[config.mk]
export PLATFORM = sky130hd
export DESIGN_NAME = subwarp_packer
export DESIGN_NICKNAME = d
export VERILOG_FILES = /design/src/rtl/swp_pkg.sv /design/src/rtl/swp_col_pick.sv /design/src/rtl/swp_pend_reg.sv /design/src/rtl/subwarp_packer.sv
export SDC_FILE = /design/constraint.sdc
export NUM_CORES = 1
export LEC_CHECK = 0
export BUFFER_PORTS_ARGS = -buffer_cell sky130_fd_sc_hd__buf_2
export CORE_MARGIN = 4
export CORE_UTILIZATION = 46
export DETAILED_ROUTE_END_ITERATION = 8
export PLACE_DENSITY = 0.74
export REMOVE_ABC_BUFFERS = 1
export SYNTH_ARGS = -nofsm -noshare
export SYNTH_HDL_FRONTEND = slang
export SYNTH_SLANG_ARGS = --single-unit
[constraint.sdc]
create_clock -name clk -period 2.68 [get_ports clk]
set_input_delay 0.536 -clock clk [delete_from_list [all_inputs] [get_ports clk]]
set_output_delay 0.536 -clock clk [all_outputs]
set_load 0.02 [all_outputs]
[src/rtl/swp_pkg.sv]
package swp_pkg;
  // thread number of the grid cell at (row, lane)
  function automatic int unsigned thread_of(int unsigned row, int unsigned lane,
                                            int unsigned lanes);
    return row * lanes + lane;
  endfunction

  // width of a row index for a grid of the given height
  function automatic int unsigned row_bits(int unsigned rows);
    return (rows < 2) ? 1 : $clog2(rows);
  endfunction
endpackage

[src/rtl/swp_col_pick.sv]
module swp_col_pick #(
  parameter int ROWS = 4,
  localparam int RW = swp_pkg::row_bits(ROWS)
) (
  input  logic [ROWS-1:0] col_bits,
  output logic            found,
  output logic [RW-1:0]   idx,
  output logic [ROWS-1:0] hot
);
  always_comb begin
    idx = '0;
    for (int r = ROWS - 1; r >= 0; r--) begin
      if (col_bits[r]) idx = r[RW-1:0];
    end
    found = |col_bits;
    hot   = found ? (ROWS'(1) << idx) : '0;
  end
endmodule

[src/rtl/swp_pend_reg.sv]
module swp_pend_reg #(
  parameter int N = 16
) (
  input  logic         clk,
  input  logic         rst_n,
  input  logic         load,
  input  logic [N-1:0] load_val,
  input  logic         upd,
  input  logic [N-1:0] upd_val,
  output logic [N-1:0] q
);
  always_ff @(posedge clk) begin
    if (!rst_n)    q <= '0;
    else if (load) q <= load_val;
    else if (upd)  q <= upd_val;
  end
endmodule

[src/rtl/subwarp_packer.sv]
module subwarp_packer #(
  parameter int LANES = 4,
  parameter int ROWS  = 4,
  localparam int N  = LANES * ROWS,
  localparam int RW = swp_pkg::row_bits(ROWS)
) (
  input  logic             clk,
  input  logic             rst_n,
  input  logic             in_valid,
  output logic             in_ready,
  input  logic [N-1:0]     in_mask,
  input  logic             in_uncond,
  output logic             out_valid,
  input  logic             out_ready,
  output logic [LANES-1:0] out_lanes,
  output logic [LANES*RW-1:0] out_rows,
  output logic             out_last,
  output logic             done
);
  logic [N-1:0]    pend_q;
  logic [N-1:0]    pick_mask;
  logic [N-1:0]    remaining;
  logic [N-1:0]    next_pend;
  logic            uncond_q;
  logic            in_fire;
  logic            beat_fire;
  logic            warp_drained;
  logic            empty_accept;

  logic [ROWS-1:0] col_bits [LANES];
  logic [ROWS-1:0] col_hot  [LANES];
  logic [RW-1:0]   col_idx  [LANES];
  logic            col_found[LANES];

  for (genvar c = 0; c < LANES; c++) begin : g_col
    for (genvar r = 0; r < ROWS; r++) begin : g_row
      assign col_bits[c][r] = pend_q[swp_pkg::thread_of(r, c, LANES)];
      assign pick_mask[swp_pkg::thread_of(r, c, LANES)] = col_hot[c][r];
    end
    swp_col_pick #(.ROWS(ROWS)) u_pick (
      .col_bits (col_bits[c]),
      .found    (col_found[c]),
      .idx      (col_idx[c]),
      .hot      (col_hot[c])
    );
    assign out_lanes[c]           = col_found[c];
    assign out_rows[c*RW +: RW]   = col_idx[c];
  end

  assign in_ready     = ~|pend_q;
  assign out_valid    = |pend_q;
  assign in_fire      = in_valid & in_ready;
  assign beat_fire    = out_valid & out_ready;
  assign remaining    = pend_q & ~pick_mask;
  assign out_last     = out_valid & (uncond_q | ~|remaining);
  assign empty_accept = in_fire & ~|in_mask;
  assign warp_drained = beat_fire & out_last;
  assign done         = warp_drained | empty_accept;
  assign next_pend    = uncond_q ? '0 : remaining;

  swp_pend_reg #(.N(N)) u_pend (
    .clk      (clk),
    .rst_n    (rst_n),
    .load     (in_fire),
    .load_val (in_mask),
    .upd      (beat_fire),
    .upd_val  (next_pend),
    .q        (pend_q)
  );

  always_ff @(posedge clk) begin
    if (!rst_n)       uncond_q <= 1'b0;
    else if (in_fire) uncond_q <= in_uncond;
  end
endmodule

==> results of run 1 <==
## power by group through the flow
stage          registers, uW  clock network, uW  logic (uW)
2_1_floorplan            425                  0         807
3_3_place_gp             442                  0        1140
3_5_place_dp             449                  0        1150
4_1_cts                  444                145        1160
5_1_grt                  458                159        1260
6_report                 446                143        1160
## area by class of cell
class	count	area [sq um]	share of cell area, %
timing repair buffer	39	203	15.9
inverter	6	22.5	1.77
sequential	17	340	26.7
clock buffer	4	26.3	2.06
multi-input combinational	101	646	50.7
tap	28	35.0	2.75
## cells in the final DEF (no fill, tap or decap), drive strengths merged
master,netlist,routed
a211oi,1,1
a21bo,1,1
a21boi,1,1
a21oi,6,6
a221oi,2,2
a22oi,5,5
a41oi,1,1
and2,1,1
and3,1,1
buf,9,39
clkbuf,2,4
dfxtp,17,17
inv,6,6
nand2,9,9
nand2b,4,4
nand3,2,2
nand4,3,3
nor2,16,16
nor2b,8,8
nor3,7,7
nor4,5,5
o2111a,1,1
o21a,8,8
o21ai,6,6
o21bai,1,1
o221a,7,7
o22ai,1,1
o31ai,2,2
or4,2,2
## cell families (layout without fill, tap and decap cells)
logic type	count (synthesis)	in the layout
AO/OA/AOI/OAI	43	43
flip-flops	17	17
buffers and inverters	17	49
AND/OR/NAND/NOR	58	58
## final timing paths
kind	start	endpoint	slack (ns)	depth (start not counted)
worst max-delay path	u_pend.q[7]	done	0.11	5
worst max register to register	u_pend.q[7]	u_pend.q[5]	0.47	6
worst min-delay path	in_mask[15]	u_pend.q[15]	0.49	3
worst min register to register	u_pend.q[15]	u_pend.q[15]	0.53	2
## cell usage after synthesis
cell type  instances
o21a_1             8
o22ai_1            1
nor4_1             4
a21bo_1            1
inv_1              6
nand3_2            1
nand2b_1           4
o221a_2            1
dfxtp_1           17
o31ai_1            2
buf_6              2
buf_8              1
nand2_1            8
buf_4              5
or4_1              1
a21oi_1            6
nand3_1            1
a21boi_0           1
or4_4              1
nor2b_1            8
o21ai_0            6
a41oi_1            1
nor4_4             1
o2111a_1           1
nor3_1             7
buf_2              1
and2_1             1
and3_1             1
a221oi_1           2
a22oi_1            5
a211oi_1           1
nand2_2            1
nand4_1            3
nor2_1            16
o21bai_1           1
clkbuf_1           2
o221a_1            6
## stage by stage
step	instances	hold WS [ns]	area [sq um]
floorplan	124	0.464	1010
global placement	191	0.486	1250
detailed placement	191	0.515	1250
CTS	195	0.482	1270
global route	195	0.485	1270
finish	195	0.486	1270
## flip-flops by register name (all words and copies together), names as in the netlist
| signal | count |
|---|---|
| u_pend.q | 16 |
| uncond_q | 1 |
## per-layer routing
layer | part of all wire [%] | wire [um] | vias to the layer above | GRT usage [%]
met2 | 46 | 1440 | 61 | 32.7
li1 | - | - | 562 | -
met5 | 0 | 0 | - | 0
met1 | 43 | 1340 | 515 | 26.9
met4 | 1.3 | 40 | 0 | 5.63
met3 | 9.4 | 294 | 6 | 3.68
## worst max-delay path, stage by stage (launching register included)
cell     delay, ns
dfxtp_1       0.39
or4_1         0.65
nor4_4        0.25
nand3_2       0.13
o22ai_1       0.14
buf_2         0.19
==> metrics.md, run 1 <==
| Metric | Value |
|---|---|
| Core Box Area | 2230 sq um |
| # DRC | 0 |
| Width of the die | 56.8 um |
| Max-Cap Viols | 0 |
| DRT iter0 DRCs | 55 |
| Reg clk slew, reported paths | 0.10 ns |
| Top cell type's share of synthesized area | 31.1% |
| Total grt overflow | 0 |
| Fin. Hold Viols | 0 |
| Number of global-route vias before repair | 1,132 |
| Simple-Gate Fraction of Synth Area | a little under 30% |
| Area leader, netlist | dfxtp_1 |
| Max VDD drop | 0.897 mV |
| GRT Total Usage | 20.1% |
| Worst setup path class | register to output port |
| Share of cells above drive strength 1 | 28.1% |
| Clock power frac | 8.2% |
| Synth Area in Adders | 0% |
| Distinct cells, synth | 37 |
| RSZ-0062 raised after global routing | false |
| Largest net degree at the start of global routing | 18 |
| H-tree Lvls | 1 |
| Chip height | 56.8 um |
| Largest family of logic cells by synthesized area | compound AO/OA/AOI/OAI gates |
| Slew Viols, Final | 0 |
| Yosys synthesis warning count | 0 |
| Final net count | 189 |
| Post-layout worst setup margin | 0.109 ns |
| Hold-fix buffers at CTS | 0 |
| Clock buffer depth | 2 |
| Final setup viols | 0 |
| WL/cell | around 16 um |
| Period utilisation layout | about 96% |
| Post-detail-place hpwl | 2340 um |
| Data required, critical path | 2.14 ns |
| Post-CTS sizing | 0 |
| Placement Rows | 17 |
| Seq cells post-synth | 17 |
| Flop pwr share | 25.6% |
| Run status | finished, final reports clean |
| Worst Path Arrival | between 2 and 2.5 ns |
| HP Class | input port to register |
| Slew @ Worst Pin | 0.446 ns |
| Initial antenna violation count | 0 |
| Starting Density | 49.1% |
| Fmax | between 0.3 and 0.4 GHz |
| Buffers on Ports | 36 |
| Tot Pwr | 1740 uW |
| Setup Skew | 0.00256 ns |
| CTS sink count | 17 |
| Xor and xnor area share after synthesis | 0% |
| Placer congestion estimate | 0.888 |
| Setup slack at placement | 0.458 ns |
| Critical path startpoint category | register |
| Internal power | 841 uW |
| First-pass GRT wire length | 5150 um |
| Psw | 904 uW |
| I/O pins | 37 |
| P_leak | around 0.00055 uW |
| Synth Area in Compound Gates | 29.9% |
| Pwr/cell area | 1370 nW/um^2 |
| Clock tree from TritonCTS | yes |
| Layout fillers | 239 |
| Maximum fanout along the worst path | 8 |
| Switch share | slightly above 50% |
| Register area share after synthesis | approximately 31% |
| Post-Synthesis Cells | 135 |
| Routed WL | between 3000 and 4000 um |
| Die footprint | between 3000 and 4000 sq um |
| Rel. slew slack | 70.3% |
| Final setup TNS | 0 ns |
| Mapped Area | 1100 sq um |
| CTS buffer count | 3 |
| Final min period | 2.57 ns |
| CTS root buf | clkbuf_4 |
| Antenna Cells | 0 |
| Combinational power share | 66.3% |
| Largest cells by area after synthesis | dfxtp_1 31%, o221a_1 6.2%, nor2_1 5.5% |
| Antenna-violating nets left | 0 |
| Critical Path End Type | output port |
| Mux cell area share after synthesis | 0% |
| Post-CTS Setup Inserts | 0 |
| Vias | 1,144 |
| Router iterations before antenna repair | 5 |
| Clk Latency, worst-skew pair | 0.30 ns |
| Syn_area_per_cell | around 8.1 sq um |
| Via/cell ratio | 5.87 |
| P&R area growth vs syn | 16.1% |
| Final core occ | a little under three fifths |
Power figures use the tool's default switching activity.
==> inputs of run 2 (changes only) <==
--- a/config.mk
+++ b/config.mk
@@ -6,11 +6,13 @@
 export NUM_CORES = 1
 export LEC_CHECK = 0
 export BUFFER_PORTS_ARGS = -buffer_cell sky130_fd_sc_hd__buf_2
+export CORE_ASPECT_RATIO = 0.5
 export CORE_MARGIN = 4
 export CORE_UTILIZATION = 46
 export DETAILED_ROUTE_END_ITERATION = 8
-export PLACE_DENSITY = 0.74
+export PLACE_DENSITY = 0.71
 export REMOVE_ABC_BUFFERS = 1
 export SYNTH_ARGS = -nofsm -noshare
 export SYNTH_HDL_FRONTEND = slang
+export SYNTH_HIERARCHICAL = 1
 export SYNTH_SLANG_ARGS = --single-unit
==> metrics.md, run 2 <==
| Metric | Value |
|---|---|
| Run status | finished, final reports clean |
| Most frequent cells in the layout | 36 x buf_2, 32 x nand2b_1, 29 x nor2_1 |
| Initial antenna violation count | 0 |
| Slew @ Worst Pin | 0.698 ns |
| Reg-to-reg startpoint | u_pend/q[0] |
| Biggest register | u_pend/q |
| Top-count cell post-synth | nand2b_1 |
| Async S/R FF share, synth | 0% |
| I/O pins | 37 |
| Mapped Area | about 1400 sq um |
| Crit path cell chain | nor2_1 > and2_1 > nand2b_1 > o2111ai_1 > nor4_2 > o21ai_2 > o21ai_2 > buf_2 |
| FF-to-FF setup slack | about 0.6 ns |
| Final min period | 2.49 ns |
| CP Depth | 8 |
| Total grt overflow | 0 |
| Slew Viols, Final | 0 |
| Largest net degree at the start of global routing | 20 |
| Fin. Hold Viols | 0 |
| Layout fillers | 286 |
| Final net count | 229 |
| Slowest Stage Delay on Critical Path | about 0.4 ns |
| Fmax | 0.401 GHz |
| Worst setup path end | done |
| CTS root buf | clkbuf_8 |
| Router iterations before antenna repair | 4 |
| H-tree Lvls | 1 |
| Post-CTS sizing | 0 |
| Core Box Area | about 3000 sq um |
| Largest cells by area after synthesis | dfxtp_1 24%, nand2b_1 14%, o211a_1 11% |
| Clock buffer depth | 2 |
| Post-layout worst setup margin | 0.188 ns |
| GRT Total Usage | 18.4% |
| Period utilisation layout | 93.0% |
| Reg clk slew, reported paths | 0.06 ns |
| Final setup viols | 0 |
| WP buf/inv | 1 |
| HP Class | input port to register |
| Post-DP Area | approximately 1600 sq um |
| Worst Setup SP | u_pend/q[2] |
| Post-synth EDFFs | 0 |
| P&R area growth vs syn | 14.6% |
| CTS sink count | 17 |
| Maximum fanout along the worst path | 9 |
| Yosys synthesis warning count | 6 |
| Finished Cell Area | 1660 sq um |
| Top cell type's share of synthesized area | a little under a quarter |
| RSZ-0062 raised after global routing | false |
| Placement Rows | 14 |
| Routed WL | 3650 um |
| DRT iter0 DRCs | 88 |
| Via/cell ratio | approximately 5.3 |
| Distinct cells, synth | 26 |
| Critical path startpoint category | register |
| Area leader, netlist | dfxtp_1 |
| Placer congestion estimate | 0.885 |
| Data required, critical path | 2.14 ns |
| Setup Skew | 0.00433 ns |
| Slowest stage cell, crit path | dfxtp_1 |
| CP delay by family, top | simple AND/OR/NAND/NOR gates |
| Width of the die | 87.2 um |
| Number of global-route vias before repair | 1,205 |
| Max VDD drop | 0.551 mV |
| Post-synth top cells | 32 x nand2b_1, 29 x nor2_1, 17 x dfxtp_1 |
| # DRC | 0 |
| Reg2Reg Depth | 7 |
| First-pass GRT wire length | approximately 5800 um |
| Top flop regs | u_pend/q: 16 flops, uncond_q: 1 flops |
| Starting Density | 48.2% |
| Buffers on Ports | 36 |
| Most common cell after layout, fill and taps aside | buf_2 |
| Clk Latency, worst-skew pair | 0.26 ns |
| Antenna Cells | 0 |
| Syn_area_per_cell | 8.16 sq um |
| Ys flop type | dfxtp_1 |
| Post-Synthesis Cells | 177 |
| Antenna-violating nets left | 0 |
| Largest register FFs | 16 |
| Chip height | 47.6 um |
| Pwr/cell area | 895 nW/um^2 |
| CTS buffer count | 3 |
| Setup slack at placement | 0.467 ns |
| Die footprint | 4150 sq um |
| Vias | 1,307 |
| Final setup TNS | 0 ns |
| P_leak | 0.000924 uW |
| Worst Path Arrival | 1.96 ns |
| Critical Path End Type | output port |
| Post-CTS Setup Inserts | 0 |
| CP most frequent cell | o21ai_2 |
| FF-to-FF End | u_pend/q[15] |
| WL/cell | 14.8 um |
| Share of cells above drive strength 1 | 32.4% |
| Clock tree from TritonCTS | yes |
| Rel. slew slack | 53.4% |
| Max-Cap Viols | 0 |
| Hold-fix buffers at CTS | 0 |
| Seq cells post-synth | 17 |
| Post-detail-place hpwl | 2790 um |
| Worst setup path class | register to output port |
| Register area share after synthesis | 23.6% |
[run 2: cell count changes after synthesis, moves of 8 or more]
| cell | change |
|---|---|
| nand2b_1 | +28 |
| o211a_1 | +16 |
| nor2_1 | +13 |
| o21a_1 | -8 |
| nor2b_1 | -8 |
| mux2_4 | +10 |
[run 2: worst min path at each step]
| stage | from | to | cells past startpoint |
|---|---|---|---|
| 3_5_place_dp | u_pend/q[10] | u_pend/q[10] | 2 |
| 2_1_floorplan | u_pend/q[11] | u_pend/q[11] | 2 |
| 5_1_grt | in_uncond | uncond_q | 3 |
| 6_report | in_uncond | uncond_q | 3 |
| 3_3_place_gp | u_pend/q[10] | u_pend/q[10] | 2 |
| 4_1_cts | in_uncond | uncond_q | 3 |
[run 2: metal layers]
layer | vias up | part of all wire [%] | global-route usage [%]
met1 | 600 | 50 | 25.8
li1 | 672 | - | -
met4 | 0 | 0.36 | 4.59
met5 | - | 0 | 0
met2 | 32 | 43 | 29.6
met3 | 3 | 6.9 | 3.44
[run 2: kinds of logic (layout without fill, tap and decap cells)]
kind of cell | after synthesis | after routing | share of synthesized area [%]
AO/OA/AOI/OAI | 24 | 24 | 15.1
buffers and inverters | 21 | 51 | 8.32
flip-flops | 17 | 17 | 23.6
multiplexers | 16 | 16 | 15.1
AND/OR/NAND/NOR | 99 | 99 | 38.0
[run 2: through the flow]
| stage | hold slack (ns) | power, uW | cells | util, % |
|---|---|---|---|---|
| 2_1_floorplan | 0.644 | 1020 | 163 | - |
| 3_3_place_gp | 0.690 | 1270 | 243 | 53.8 |
| 3_5_place_dp | 0.692 | 1290 | 243 | 53.8 |
| 4_1_cts | 0.519 | 1490 | 247 | 55.3 |
| 5_1_grt | 0.522 | 1590 | 247 | 55.3 |
| 6_report | 0.526 | 1480 | 247 | 55.3 |
[run 2: report_power, final]
group	internal (uW)	total, uW	leakage, uW	switching, uW
combinational	385	878	0.000763	493
sequential	303	408	0.000139	105
clock	106	195	0.0000228	89.7
total	794	1480	0.000924	688
[run 2: final cells by class]
type,count,area (sq um),area share [%]
Clock buffer,4,45.0,2.72
Inverter,7,26.3,1.59
Sequential cell,17,340,20.6
Multi-Input combinational cell,139,983,59.4
Tap cell,40,50.0,3.02
Timing Repair Buffer,40,210,12.7
[run 2: tightest hold or removal path, stage by stage]
cell      delay (ns)
buf_2           0.10
nand3_2         0.05
a21boi_2        0.04
==> inputs of run 3 (changes only) <==
==> constraint.sdc (replaced) <==
create_clock -name clk -period 2.6 [get_ports clk]
set_input_delay 0.52 -clock clk [delete_from_list [all_inputs] [get_ports clk]]
set_output_delay 0.52 -clock clk [all_outputs]
set_load 0.02 [all_outputs]
==> metrics.md, run 3 (same netlist as run 2, synthesis figures left out) <==
| Metric | Value |
|---|---|
| Run status | finished, final reports clean |
| Placement Rows | 14 |
| Critical Path End Type | output port |
| Data required, critical path | 2.08 ns |
| CTS sink count | 17 |
| Pwr/cell area | 931 nW/um^2 |
| First-pass GRT wire length | ~5500 um |
| Slew @ Worst Pin | around 0.53 ns |
| Antenna Cells | 0 |
| Largest register FFs | 16 |
| Worst Path Arrival | 1.88 ns |
| Slowest stage cell, crit path | dfxtp_1 |
| Max VDD drop | roughly 0.66 mV |
| Maximum fanout along the worst path | 6 |
| Slowest Stage Delay on Critical Path | 0.35 ns |
| Final net count | 229 |
| P&R area growth vs syn | 15.3% |
| Final core occ | 55.6% |
| Min-delay src | in_uncond |
| End of the worst hold path | uncond_q |
| Fmax | 0.416 GHz |
| Biggest register | u_pend/q |
| Tot Pwr | 1550 uW |
| WP buf/inv | 1 |
| Chip height | 47.6 um |
| Most frequent cells in the layout | 36 x buf_2, 32 x nand2b_1, 29 x nor2_1 |
| Initial antenna violation count | 0 |
| Post-CTS Setup Inserts | 0 |
| Reg-to-reg startpoint | u_pend/q[3] |
| CTS buffer count | 3 |
| Width of the die | 87.2 um |
| FF-to-FF setup slack | 0.43 ns |
| Via/cell ratio | around 5.4 |
| Post-detail-place hpwl | around 2700 um |
| Die footprint | 4150 sq um |
| HP Class | input port to register |
| Router iterations before antenna repair | 4 |
| Fin. Hold Viols | 0 |
| Finished Cell Area | between 1500 and 2000 sq um |
| CTS root buf | clkbuf_8 |
| FF-to-FF End | u_pend/q[3] |
| Clock buffer depth | 2 |
| GRT Total Usage | 17.2% |
| Reg2Reg Depth | 7 |
| Routed WL | ~3600 um |
| Most common cell after layout, fill and taps aside | buf_2 |
| Clk Latency, worst-skew pair | roughly 0.25 ns |
| Clock tree from TritonCTS | yes |
| Critical path startpoint category | register |
| Core Box Area | around 3000 sq um |
| Vias | ~1,300 |
| WL/cell | about 15 um |
| P_leak | between 0.0009 and 0.001 uW |
| Period utilisation layout | 92.5% |
| Starting Density | 48.2% |
| Final min period | 2.40 ns |
| Top flop regs | u_pend/q: 16 flops, uncond_q: 1 flops |
| Max-Cap Viols | 0 |
| Post-DP Area | 1610 sq um |
| Worst setup path class | register to output port |
| # DRC | 0 |
| I/O pins | 37 |
| Buffers on Ports | 36 |
| Rel. slew slack | 64.3% |
| Total grt overflow | 0 |
| WHS Path Cells | 3 |
| CP delay by family, top | simple AND/OR/NAND/NOR gates |
| Setup Skew | 0.00230 ns |
| Number of global-route vias before repair | 1,156 |
| Crit path cell chain | nand2b_1 > nor3_1 > nand2b_1 > nand4_1 > nor4_4 > nor2_1 > nor2_1 > buf_2 |
| Largest net degree at the start of global routing | 20 |
| Share of cells above drive strength 1 | 32.4% |
| H-tree Lvls | 1 |
| Reg clk slew, reported paths | around 0.07 ns |
| Placer congestion estimate | 0.890 |
| Slew Viols, Final | 0 |
| Final setup viols | 0 |
| DRT iter0 DRCs | 88 |
| Antenna-violating nets left | 0 |
| CP Depth | 8 |
[run 3: changes by cell type in the layout (fill, tap and decap cells not counted)]
| cell | delta |
|---|---|
| nor4_2 | -1 |
| nor4_4 | +1 |
[run 3: worst max-delay path by stage]
| stage | slack, ns | to | from |
|---|---|---|---|
| global route | -0.02 | out_last | u_pend/q[10] |
| global placement | 0.44 | done | in_mask[1] |
| detailed placement | 0.44 | out_last | u_pend/q[2] |
| floorplan | 0.31 | done | u_pend/q[3] |
| finish | 0.20 | out_last | u_pend/q[10] |
| CTS | 0.16 | out_last | u_pend/q[2] |
[run 3: report_power, final]
part	total, uW	internal, uW	leakage, uW	switching, uW
Sequential	394	312	0.000139	81.1
Clock	203	109	0.0000228	94.1
Combinational	952	409	0.000765	544
[run 3: routing by layer]
layer / part of all wire (%) / track usage, % / wire (um)
met3: 7.9 / 3.26 / 282
met4: 1.3 / 3.98 / 45
met5: 0 / 0 / 0
met1: 48 / 24.3 / 1720
met2: 43 / 27.6 / 1540
[run 3: timing repair]
item / in CTS / in global routing
endpoints found under the setup margin: 0 / 2
hold buffers: 0 / 0
gates resized for setup: 0 / 1
[run 3: cell type report]
cell class	instances	area, sq um
inverters	7	26.3
well taps	40	50.0
flip-flops and latches	17	340
multi-input cells	139	992
fillers	295	1330
clock buffers	4	45.0
repair buffers	40	210
[run 3: worst reg2reg max path, cell delays in order (launching register included)]
cell and delay [ns]:
dfxtp_1 0.39, nor4_1 0.33, and4_1 0.42, nand2_2 0.12
inv_1 0.19, buf_4 0.24, or2b_1 0.25, o211a_1 0.12
[run 3: through the flow]
stage               TNS [ns]  worst slack, ns  hold slack (ns)  std cells
finish                     0            0.195            0.500        247
global route         -0.0172          -0.0172            0.504        247
CTS                        0            0.161            0.499        247
detailed placement         0            0.439            0.668        243
global placement           0            0.437            0.664        243
floorplan                  0            0.305            0.644        163
